--- src/rtl/fld_irq_pkg.sv ---
package fld_irq_pkg;
  localparam int unsigned ADDR_W = 4;

  // word addresses of the register port
  typedef enum logic [ADDR_W-1:0] {
    ADR_STAT     = 4'd0,
    ADR_STAT_CLR = 4'd1,
    ADR_MASK_CLR = 4'd2,
    ADR_MASK_SET = 4'd3
  } reg_addr_e;
endpackage

--- src/rtl/fld_irq_rst_sync.sv ---
module fld_irq_rst_sync #(
  parameter int unsigned STAGES = 2
) (
  input  logic clk_i,
  input  logic rst_ni,
  output logic rst_no
);
  logic [STAGES-1:0] sync_q;
  logic [STAGES-1:0] sync_d;

  always_comb sync_d = {sync_q[STAGES-2:0], 1'b1};

  always_ff @(posedge clk_i or negedge rst_ni) begin
    if (!rst_ni) sync_q <= '0;
    else         sync_q <= sync_d;
  end

  assign rst_no = sync_q[STAGES-1];
endmodule

--- src/rtl/fld_irq_status.sv ---
module fld_irq_status #(
  parameter int unsigned NUM_SRC = 2
) (
  input  logic               clk_i,
  input  logic               rst_ni,
  input  logic [NUM_SRC-1:0] ev_i,
  input  logic               clr_en_i,
  input  logic [NUM_SRC-1:0] clr_bits_i,
  output logic [NUM_SRC-1:0] status_o
);
  for (genvar i = 0; i < NUM_SRC; i++) begin : g_bit
    logic st_q, st_d, st_en;

    // an event outranks a clear of the same bit
    always_comb begin
      st_en = ev_i[i] | (clr_en_i & clr_bits_i[i]);
      st_d  = ev_i[i];
    end

    always_ff @(posedge clk_i or negedge rst_ni) begin
      if (!rst_ni)    st_q <= 1'b0;
      else if (st_en) st_q <= st_d;
    end

    assign status_o[i] = st_q;

    assert_event_sets_R2: assert property (@(posedge clk_i) disable iff (!rst_ni)
      ev_i[i] |=> status_o[i]);
    assert_event_beats_clear_R4: assert property (@(posedge clk_i) disable iff (!rst_ni)
      (ev_i[i] && clr_en_i && clr_bits_i[i]) |=> status_o[i]);
    assert_clear_exact_R3: assert property (@(posedge clk_i) disable iff (!rst_ni)
      (!ev_i[i] && clr_en_i && clr_bits_i[i]) |=> !status_o[i]);
    assert_hold_R3: assert property (@(posedge clk_i) disable iff (!rst_ni)
      (!ev_i[i] && !(clr_en_i && clr_bits_i[i])) |=> $stable(status_o[i]));
  end
endmodule

--- src/rtl/fld_irq_mask.sv ---
module fld_irq_mask #(
  parameter int unsigned NUM_SRC = 2
) (
  input  logic               clk_i,
  input  logic               rst_ni,
  input  logic               set_en_i,
  input  logic               clr_en_i,
  input  logic [NUM_SRC-1:0] bits_i,
  output logic [NUM_SRC-1:0] mask_o
);
  logic [NUM_SRC-1:0] mask_q, mask_d;
  logic               mask_en;

  always_comb begin
    mask_en = set_en_i | clr_en_i;
    if (set_en_i) mask_d = mask_q | bits_i;
    else          mask_d = mask_q & ~bits_i;
  end

  always_ff @(posedge clk_i or negedge rst_ni) begin
    if (!rst_ni)      mask_q <= '0;
    else if (mask_en) mask_q <= mask_d;
  end

  assign mask_o = mask_q;

  assert_set_alias_R5: assert property (@(posedge clk_i) disable iff (!rst_ni)
    set_en_i |=> ((mask_o & $past(bits_i)) == $past(bits_i)));
  assert_clr_alias_R5: assert property (@(posedge clk_i) disable iff (!rst_ni)
    (clr_en_i && !set_en_i) |=> ((mask_o & $past(bits_i)) == '0));
  assert_mask_idle_R5: assert property (@(posedge clk_i) disable iff (!rst_ni)
    !(set_en_i || clr_en_i) |=> $stable(mask_o));
endmodule

--- src/rtl/fld_irq_out.sv ---
module fld_irq_out #(
  parameter int unsigned NUM_SRC = 2
) (
  input  logic               clk_i,
  input  logic               rst_ni,
  input  logic [NUM_SRC-1:0] status_i,
  input  logic [NUM_SRC-1:0] mask_i,
  output logic               irq_o
);
  logic irq_q, irq_d;

  always_comb irq_d = |(status_i & mask_i);

  always_ff @(posedge clk_i or negedge rst_ni) begin
    if (!rst_ni) irq_q <= 1'b0;
    else         irq_q <= irq_d;
  end

  assign irq_o = irq_q;

  assert_irq_rise_R7: assert property (@(posedge clk_i) disable iff (!rst_ni)
    (|(status_i & mask_i)) |=> irq_o);
  assert_irq_fall_R7: assert property (@(posedge clk_i) disable iff (!rst_ni)
    !(|(status_i & mask_i)) |=> !irq_o);
endmodule

--- src/rtl/fld_irq_unit.sv ---
module fld_irq_unit
  import fld_irq_pkg::*;
#(
  parameter int unsigned DATA_W  = 32,
  parameter int unsigned NUM_SRC = 2
) (
  input  logic              clk_i,
  input  logic              rst_ni,
  input  logic              ev_bot_i,
  input  logic              ev_top_i,
  input  logic              wr_en_i,
  input  logic [ADDR_W-1:0] addr_i,
  input  logic [DATA_W-1:0] wdata_i,
  output logic [DATA_W-1:0] rdata_o,
  output logic              irq_o
);
  localparam int unsigned PAD_W = DATA_W - NUM_SRC;

  logic               rst_sync_n;
  logic [NUM_SRC-1:0] ev_vec, status, mask, wbits;
  logic               wr_stclr, wr_mkclr, wr_mkset;
  logic               unused_hi;

  fld_irq_rst_sync #(.STAGES(2)) u_rst (
    .clk_i (clk_i), .rst_ni (rst_ni), .rst_no (rst_sync_n)
  );

  // bit 0 bottom field, bit 1 top field
  always_comb begin
    ev_vec    = '0;
    ev_vec[0] = ev_bot_i;
    ev_vec[1] = ev_top_i;
    wbits     = wdata_i[NUM_SRC-1:0];
    wr_stclr  = wr_en_i && (addr_i == ADR_STAT_CLR);
    wr_mkclr  = wr_en_i && (addr_i == ADR_MASK_CLR);
    wr_mkset  = wr_en_i && (addr_i == ADR_MASK_SET);
  end

  assign unused_hi = ^wdata_i[DATA_W-1:NUM_SRC];

  fld_irq_status #(.NUM_SRC(NUM_SRC)) u_status (
    .clk_i (clk_i), .rst_ni (rst_sync_n), .ev_i (ev_vec),
    .clr_en_i (wr_stclr), .clr_bits_i (wbits), .status_o (status)
  );

  fld_irq_mask #(.NUM_SRC(NUM_SRC)) u_mask (
    .clk_i (clk_i), .rst_ni (rst_sync_n), .set_en_i (wr_mkset),
    .clr_en_i (wr_mkclr), .bits_i (wbits), .mask_o (mask)
  );

  fld_irq_out #(.NUM_SRC(NUM_SRC)) u_out (
    .clk_i (clk_i), .rst_ni (rst_sync_n), .status_i (status),
    .mask_i (mask), .irq_o (irq_o)
  );

  always_comb begin
    unique case (addr_i)
      ADR_STAT:                   rdata_o = {{PAD_W{1'b0}}, status};
      ADR_MASK_CLR, ADR_MASK_SET: rdata_o = {{PAD_W{1'b0}}, mask};
      default:                    rdata_o = '0;
    endcase
  end

  assert_reset_quiet_R1: assert property (@(posedge clk_i)
    !rst_sync_n |=> (status == '0 && mask == '0 && !irq_o));
endmodule

--- config.mk ---
export PLATFORM = sky130hd
export DESIGN_NAME = fld_irq_unit
export DESIGN_NICKNAME = d
export VERILOG_FILES = /design/src/rtl/fld_irq_pkg.sv /design/src/rtl/fld_irq_rst_sync.sv /design/src/rtl/fld_irq_status.sv /design/src/rtl/fld_irq_mask.sv /design/src/rtl/fld_irq_out.sv /design/src/rtl/fld_irq_unit.sv
export SDC_FILE = /design/constraint.sdc
export NUM_CORES = 1
export LEC_CHECK = 0
export ABC_AREA = 1
export ABC_CLOCK_PERIOD_IN_PS = 980
export BUFFER_PORTS_ARGS = -buffer_cell sky130_fd_sc_hd__buf_2
export CORE_UTILIZATION = 30
export CTS_CLUSTER_SIZE = 30
export DETAILED_ROUTE_END_ITERATION = 8
export PLACE_DENSITY_LB_ADDON = 0.05
export SLEW_MARGIN = 40
export SYNTH_ARGS = -nofsm -noshare
export SYNTH_HDL_FRONTEND = slang
export SYNTH_SLANG_ARGS = --single-unit
--- constraint.sdc ---
create_clock -name clk_i -period 0.98 [get_ports clk_i]
set_clock_uncertainty 0.2 [all_clocks]
set_input_delay 0.098 -clock clk_i [delete_from_list [all_inputs] [get_ports clk_i]]
set_output_delay 0.098 -clock clk_i [all_outputs]
set_load 0.005 [all_outputs]
==> metrics.md, run 1 <==
| Metric | Value |
|---|---|
| RSZ-0062 raised after global routing | `true` |
| TritonCTS clock tree | `done` |
| Worst skew pair latency | `~250 ps` |
| Clock Sinks | `7` |
| Fillers | `approximately 210` |
| List of most frequent post-synthesis cells | `buf_4, nand2_1, inv_1, dfrtp_1, nand4_1` |
| Estimated wirelength of the detail-placed design | `approximately 660 µm` |
| RD Place Congestion | `approximately 0.63` |
| CP max FO | `2` |
| Initial Utilization | `about 32%` |
| I/O pin count | `74` |
| Multi-input gate area | `between 200 and 300 µm²` |
| WL/cell | `between 6 and 7 µm` |
| Worst EP arrival | `roughly 900 ps` |
| Area Growth Syn to Fin | `15.18%` |
| Worst Path Required | `approximately 680 ps` |
| Clock slew at reported path FFs | `around 60 ps` |
| DIE WIDTH | `about 45 µm` |
| Root Buffer | `clkbuf_4` |
| Worst VDD drop | `about 960 µV` |
| Period utilisation layout | `122.5%` |
| First-pass GRT wire length | `about 1200 µm` |
| Die area | `slightly above 2000 µm²` |
| Outcome | `complete, but fails checks` |
| Fin crit period | `around 1200 ps` |
| Cell Area, Placed | `roughly 560 µm²` |
| Overall die height | `~45 µm` |
| Yosys top cell by area | `buf_4` |
| Type of the worst min-delay path | `flip-flop to async pin` |
| Final setup margin | `-220.9 ps` |
| Final Non-Filler Cells | `approximately 120` |
| Placement Setup Slack | `-50.20 ps` |
| Largest net degree at the start of global routing | `6` |
| Vias per Instance | `3.390` |
| Top area cells in the synthesized netlist | `buf_4, dfrtp_1, nand2_1` |
| Critical path launch point type | `flip-flop` |
| Synth Cell Area | `560.5 µm²` |
| Synth unique cells | `12` |
| Global route overflow | `0` |
| GR peak layer | `met2` |
| Vias | `400` |
| Final Core Density | `between 30% and 40%` |
| Yosys reg bits | `7` |
| Clock Path Buffers | `2` |
| Syn avg cell area | `~8 µm²` |
| Cell Rows | `15` |
| Share of layout cells above drive strength 1 | `roughly 32%` |
| Htree depth | `1` |
| Tot GR Track Use | `under 10%` |
| Post-synth EDFFs | `0` |
| Leakage | `0.3923 nW` |
| Design Area, Final | `between 600 and 700 µm²` |
| Synthesis Warnings | `0` |
| Post-Syn Instances | `70` |
| Post-synth ARST share | `100.0%` |
| Max Slew Vio Count | `0` |
| Most frequent cell after synthesis | `buf_4` |
| Setup crit end kind | `output port` |
| Total power divided by cell area | `1211 nW/µm²` |
| Max-cap violations | `0` |
| Register area share after synthesis | `a little under a third` |
| Post-Route WL | `roughly 750 µm` |
| Port Buffer Count | `13` |
| Ant. Diodes | `0` |
| Initial antenna violation count | `0` |
| Vias in the first global route | `roughly 320` |
| Drt drc | `0` |
| Core outline area | `about 1700 µm²` |
| Ys flop type | `dfrtp_1` |
| Initial DRC count | `5` |
| Setup slack, reg-to-reg | `40 ps` |
| Met1 Use GR | `under 10%` |
| Nets | `approximately 140` |
| Reg2Reg Depth | `3` |
| Global routing usage on met3 | `around 6.0%` |
| Max Freq | `between 800 and 900 MHz` |
| Hold slack | `-121.6 ps` |
| Crit Path Category | `flip-flop to output port` |
| Reg area | `175.2 µm²` |
| Placed cells | `about 110` |
| Drt pass-1 iters | `4` |
| Routed Antenna Nets | `0` |
| CTS buffer count | `3` |
| # hold bufs at CTS | `4` |
| Met2 Use GR | `a little over an eighth` |
| Failing checks | `hold timing, setup timing` |
| Final count of hold timing violations | `11` |
| Top-area cell type share of the netlist area | `between 40 and 50%` |
| Final setup fails | `3` |
-- critical path, stage by stage, from the launching register on --
cell     delay (ps)
dfrtp_1         360
inv_2            50
o22ai_2         120
buf_2           130
-- cell type report --
cell class	count	share of cell area, %
clock buffers	4	4.070
inverters	9	5.426
multi-input cells	53	39.15
well taps	25	4.845
flip-flops and latches	7	27.13
repair buffers	20	19.38
-- logic make-up (layout without fill, tap and decap cells) --
family | after synthesis | in the layout | share of synthesized area [%]
other | 2 | 31 | 1.340
AO/OA/AOI/OAI | 3 | 3 | 3.349
buffers and inverters | 39 | 33 | 46.43
flip-flops | 7 | 7 | 31.25
AND/OR/NAND/NOR | 19 | 19 | 17.63
-- per-layer routing --
metal,wire (µm),part of all wire [%]
met1,334,44
met2,366,49
met4,0,0
met5,0,0
met3,52,6.9
-- cell usage in the layout, fill, tap and decap left out --
master / synthesis / final
clkbuf_1: 0 / 1
inv_1: 8 / 4
buf_2: 0 / 13
conb_1: 2 / 31
nor2_1: 1 / 1
o22ai_2: 0 / 3
nand4_1: 4 / 4
dlygate4sd3_1: 0 / 3
buf_4: 30 / 4
dfrtp_1: 7 / 7
nand3_1: 2 / 2
clkbuf_4: 0 / 3
nand2_4: 1 / 1
inv_2: 0 / 4
nor2_4: 1 / 1
nand2_1: 10 / 10
clkinv_2: 1 / 1
-- through the flow --
stage / total power (W) / TNS [ps]
detailed placement: 0.0004788 / -172.6
global placement: 0.0004785 / -159.4
global route: 0.0008471 / -627.4
finish: 0.0007819 / -468.6
floorplan: 0.0005057 / 0
CTS: 0.0007808 / -596.7
-- path summary, 6_finish.rpt --
check	endpoint
min in group clk_i	flip-flop
min	u_status.g_bit[1].st_q
min reg2reg	u_status.g_bit[1].st_q
max in group asynchronous	async pin
max	rdata_o[0]
max reg2reg	u_out.irq_o
-- power breakdown --
group          internal (W)  switching, W
registers          0.000323     0.0000186
logic             0.0000882     0.0000957
clock network      0.000155      0.000102
-- repair_timing --
| action | in CTS | in global routing |
|---|---|---|
| endpoints found under the hold margin | 11 | 10 |
| pin swaps | 2 | 0 |
| setup endpoints to repair | 3 | 5 |
| buffers inserted | 2 | 0 |
| resized for setup | 0 | 7 |
No activity file was read; power rests on OpenSTA's default activity.
==> run 2: changes to the inputs <==
--- a/config.mk
+++ b/config.mk
@@ -12,6 +12,7 @@
 export CTS_CLUSTER_SIZE = 30
 export DETAILED_ROUTE_END_ITERATION = 8
 export PLACE_DENSITY_LB_ADDON = 0.05
+export REMOVE_ABC_BUFFERS = 1
 export SLEW_MARGIN = 40
 export SYNTH_ARGS = -nofsm -noshare
 export SYNTH_HDL_FRONTEND = slang
==> metrics.md, run 2 (same netlist as run 1, synthesis figures left out) <==
| Metric | Value |
|---|---|
| CP max FO | `2` |
| Root Buffer | `clkbuf_4` |
| I/O pin count | `74` |
| Cell Rows | `15` |
| Worst Path Required | `680 ps` |
| Setup slack, reg-to-reg | `-70 ps` |
| Tot GR Track Use | `8.743%` |
| Clock Path Buffers | `2` |
| Worst VDD drop | `~880 µV` |
| Total power divided by cell area | `1232 nW/µm²` |
| Nets | `between 100 and 150` |
| Outcome | `complete, but fails checks` |
| DIE WIDTH | `around 45 µm` |
| Share of layout cells above drive strength 1 | `about 34%` |
| Final setup fails | `4` |
| Initial DRC count | `1` |
| Final Core Density | `between 30% and 40%` |
| Max Slew Vio Count | `0` |
| Vias per Instance | `around 3.3` |
| Port Buffer Count | `13` |
| Commonest non-fill, non-tap cell in the layout | `conb_1` |
| RSZ-0062 raised after global routing | `true` |
| First-pass GRT wire length | `between 1000 and 1500 µm` |
| Design Power | `about 0.0008 W` |
| Clock Sinks | `7` |
| Initial antenna violation count | `0` |
| Htree depth | `1` |
| Internal | `0.0005984 W` |
| Sw Ratio | `26.86%` |
| Setup TNS | `-526.1 ps` |
| Ant. Diodes | `0` |
| Leakage | `between 0.4 and 0.5 nW` |
| TritonCTS clock tree | `done` |
| Max-cap violations | `0` |
| WL/cell | `~6.5 µm` |
| Clk pwr share | `30.8%` |
| Overall die height | `45.23 µm` |
| Period utilisation layout | `122.9%` |
| RD Place Congestion | `slightly above 0.7` |
| Die area | `approximately 2000 µm²` |
| Vias in the first global route | `306` |
| Setup crit end kind | `output port` |
| Drt drc | `0` |
| Estimated wirelength of the detail-placed design | `657.7 µm` |
| Core outline area | `between 1500 and 2000 µm²` |
| Worst-path cell with the longest stage delay | `dfrtp_1` |
| Net Sw Power | `approximately 0.00022 W` |
| Fillers | `202` |
| Drt pass-1 iters | `2` |
| Area Growth Syn to Fin | `18.53%` |
| Max Freq | `between 800 and 900 MHz` |
| Fin crit period | `between 1000 and 1500 ps` |
| Hold slack | `-124.1 ps` |
| Worst EP arrival | `a little over 900 ps` |
| Critical path launch point type | `flip-flop` |
| Reg power frac | `41.6%` |
| Type of the worst min-delay path | `flip-flop to async pin` |
| Logic pwr share | `between 20 and 30%` |
| Clock slew at reported path FFs | `approximately 50 ps` |
| Delay of the slowest cell on the worst path | `350 ps` |
| # hold bufs at CTS | `3` |
| Crit Path Category | `flip-flop to output port` |
| Global route overflow | `0` |
| Vias | `a little under 400` |
| Final count of hold timing violations | `10` |
| Final setup margin | `-224.8 ps` |
| Initial Utilization | `32.11%` |
| Failing checks | `hold timing, setup timing` |
| Crit path cell chain | `inv_2, o22ai_2, buf_2` |
| CTS buffer count | `3` |
| Post-Route WL | `slightly below 800 µm` |
| Routed Antenna Nets | `0` |
| Largest net degree at the start of global routing | `6` |
| Commonest non-fill, non-tap cells in the layout | `conb_1, buf_2, nand2_1` |
| Worst skew pair latency | `240 ps` |
[run 2: metrics by stage]
stage          area [µm²]  cells  worst slack, ps
3_3_place_gp        563.0    110           -92.82
2_1_floorplan       444.2     69            142.8
4_1_cts             650.6    119           -241.6
3_5_place_dp        563.0    110           -74.34
6_report            664.4    120           -224.8
5_1_grt             664.4    120           -264.8
[run 2: path summary, 6_finish.rpt]
kind,to,cells after the start
worst max-delay path,rdata_o[1],3
worst min-delay path,async pin,0
worst max register to register,u_out.irq_o,4
worst min register to register,async pin,0
max in group asynchronous,async pin,0
min in group clk_i,flip-flop,3
[run 2: repair_timing]
item / CTS / global route
endpoints found under the setup margin: 3 / 4
pin swaps: 3 / 1
resized for setup: 4 / 4
endpoints found under the hold margin: 11 / 9
buffers inserted: 2 / 2
[run 2: power groups by stage]
stage / logic, W / registers, W / clock network, W
after global placement: 0.000160 / 0.000343 / 0
after global routing: 0.000260 / 0.000344 / 0.000280
after detailed placement: 0.000160 / 0.000342 / 0
after floorplan: 0.0000765 / 0.000342 / 0
after CTS: 0.000211 / 0.000339 / 0.000265
final: 0.000226 / 0.000340 / 0.000252
[run 2: metal layers]
metal	wire, µm	vias up	global-route usage [%]
li1	-	207	-
met1	338	159	10.34
met2	352	25	13.04
met3	79	2	1.200
met4	10	0	9.091
met5	0	-	0
[run 2: cell type report]
| cell class | instances | area (µm²) | area share (%) |
|---|---|---|---|
| inverters | 9 | 35.03 | 5.273 |
| clock buffers | 4 | 26.28 | 3.955 |
| repair buffers | 22 | 143.9 | 21.66 |
| well taps | 25 | 31.28 | 4.708 |
| flip-flops and latches | 7 | 175.2 | 26.37 |
| multi-input cells | 53 | 252.7 | 38.04 |
[run 2: critical path, delay by kind of cell, from the launching register on]
kind	cells	cell delay, ps
flops	1	350
buf+inv	2	170
compound gates	1	140
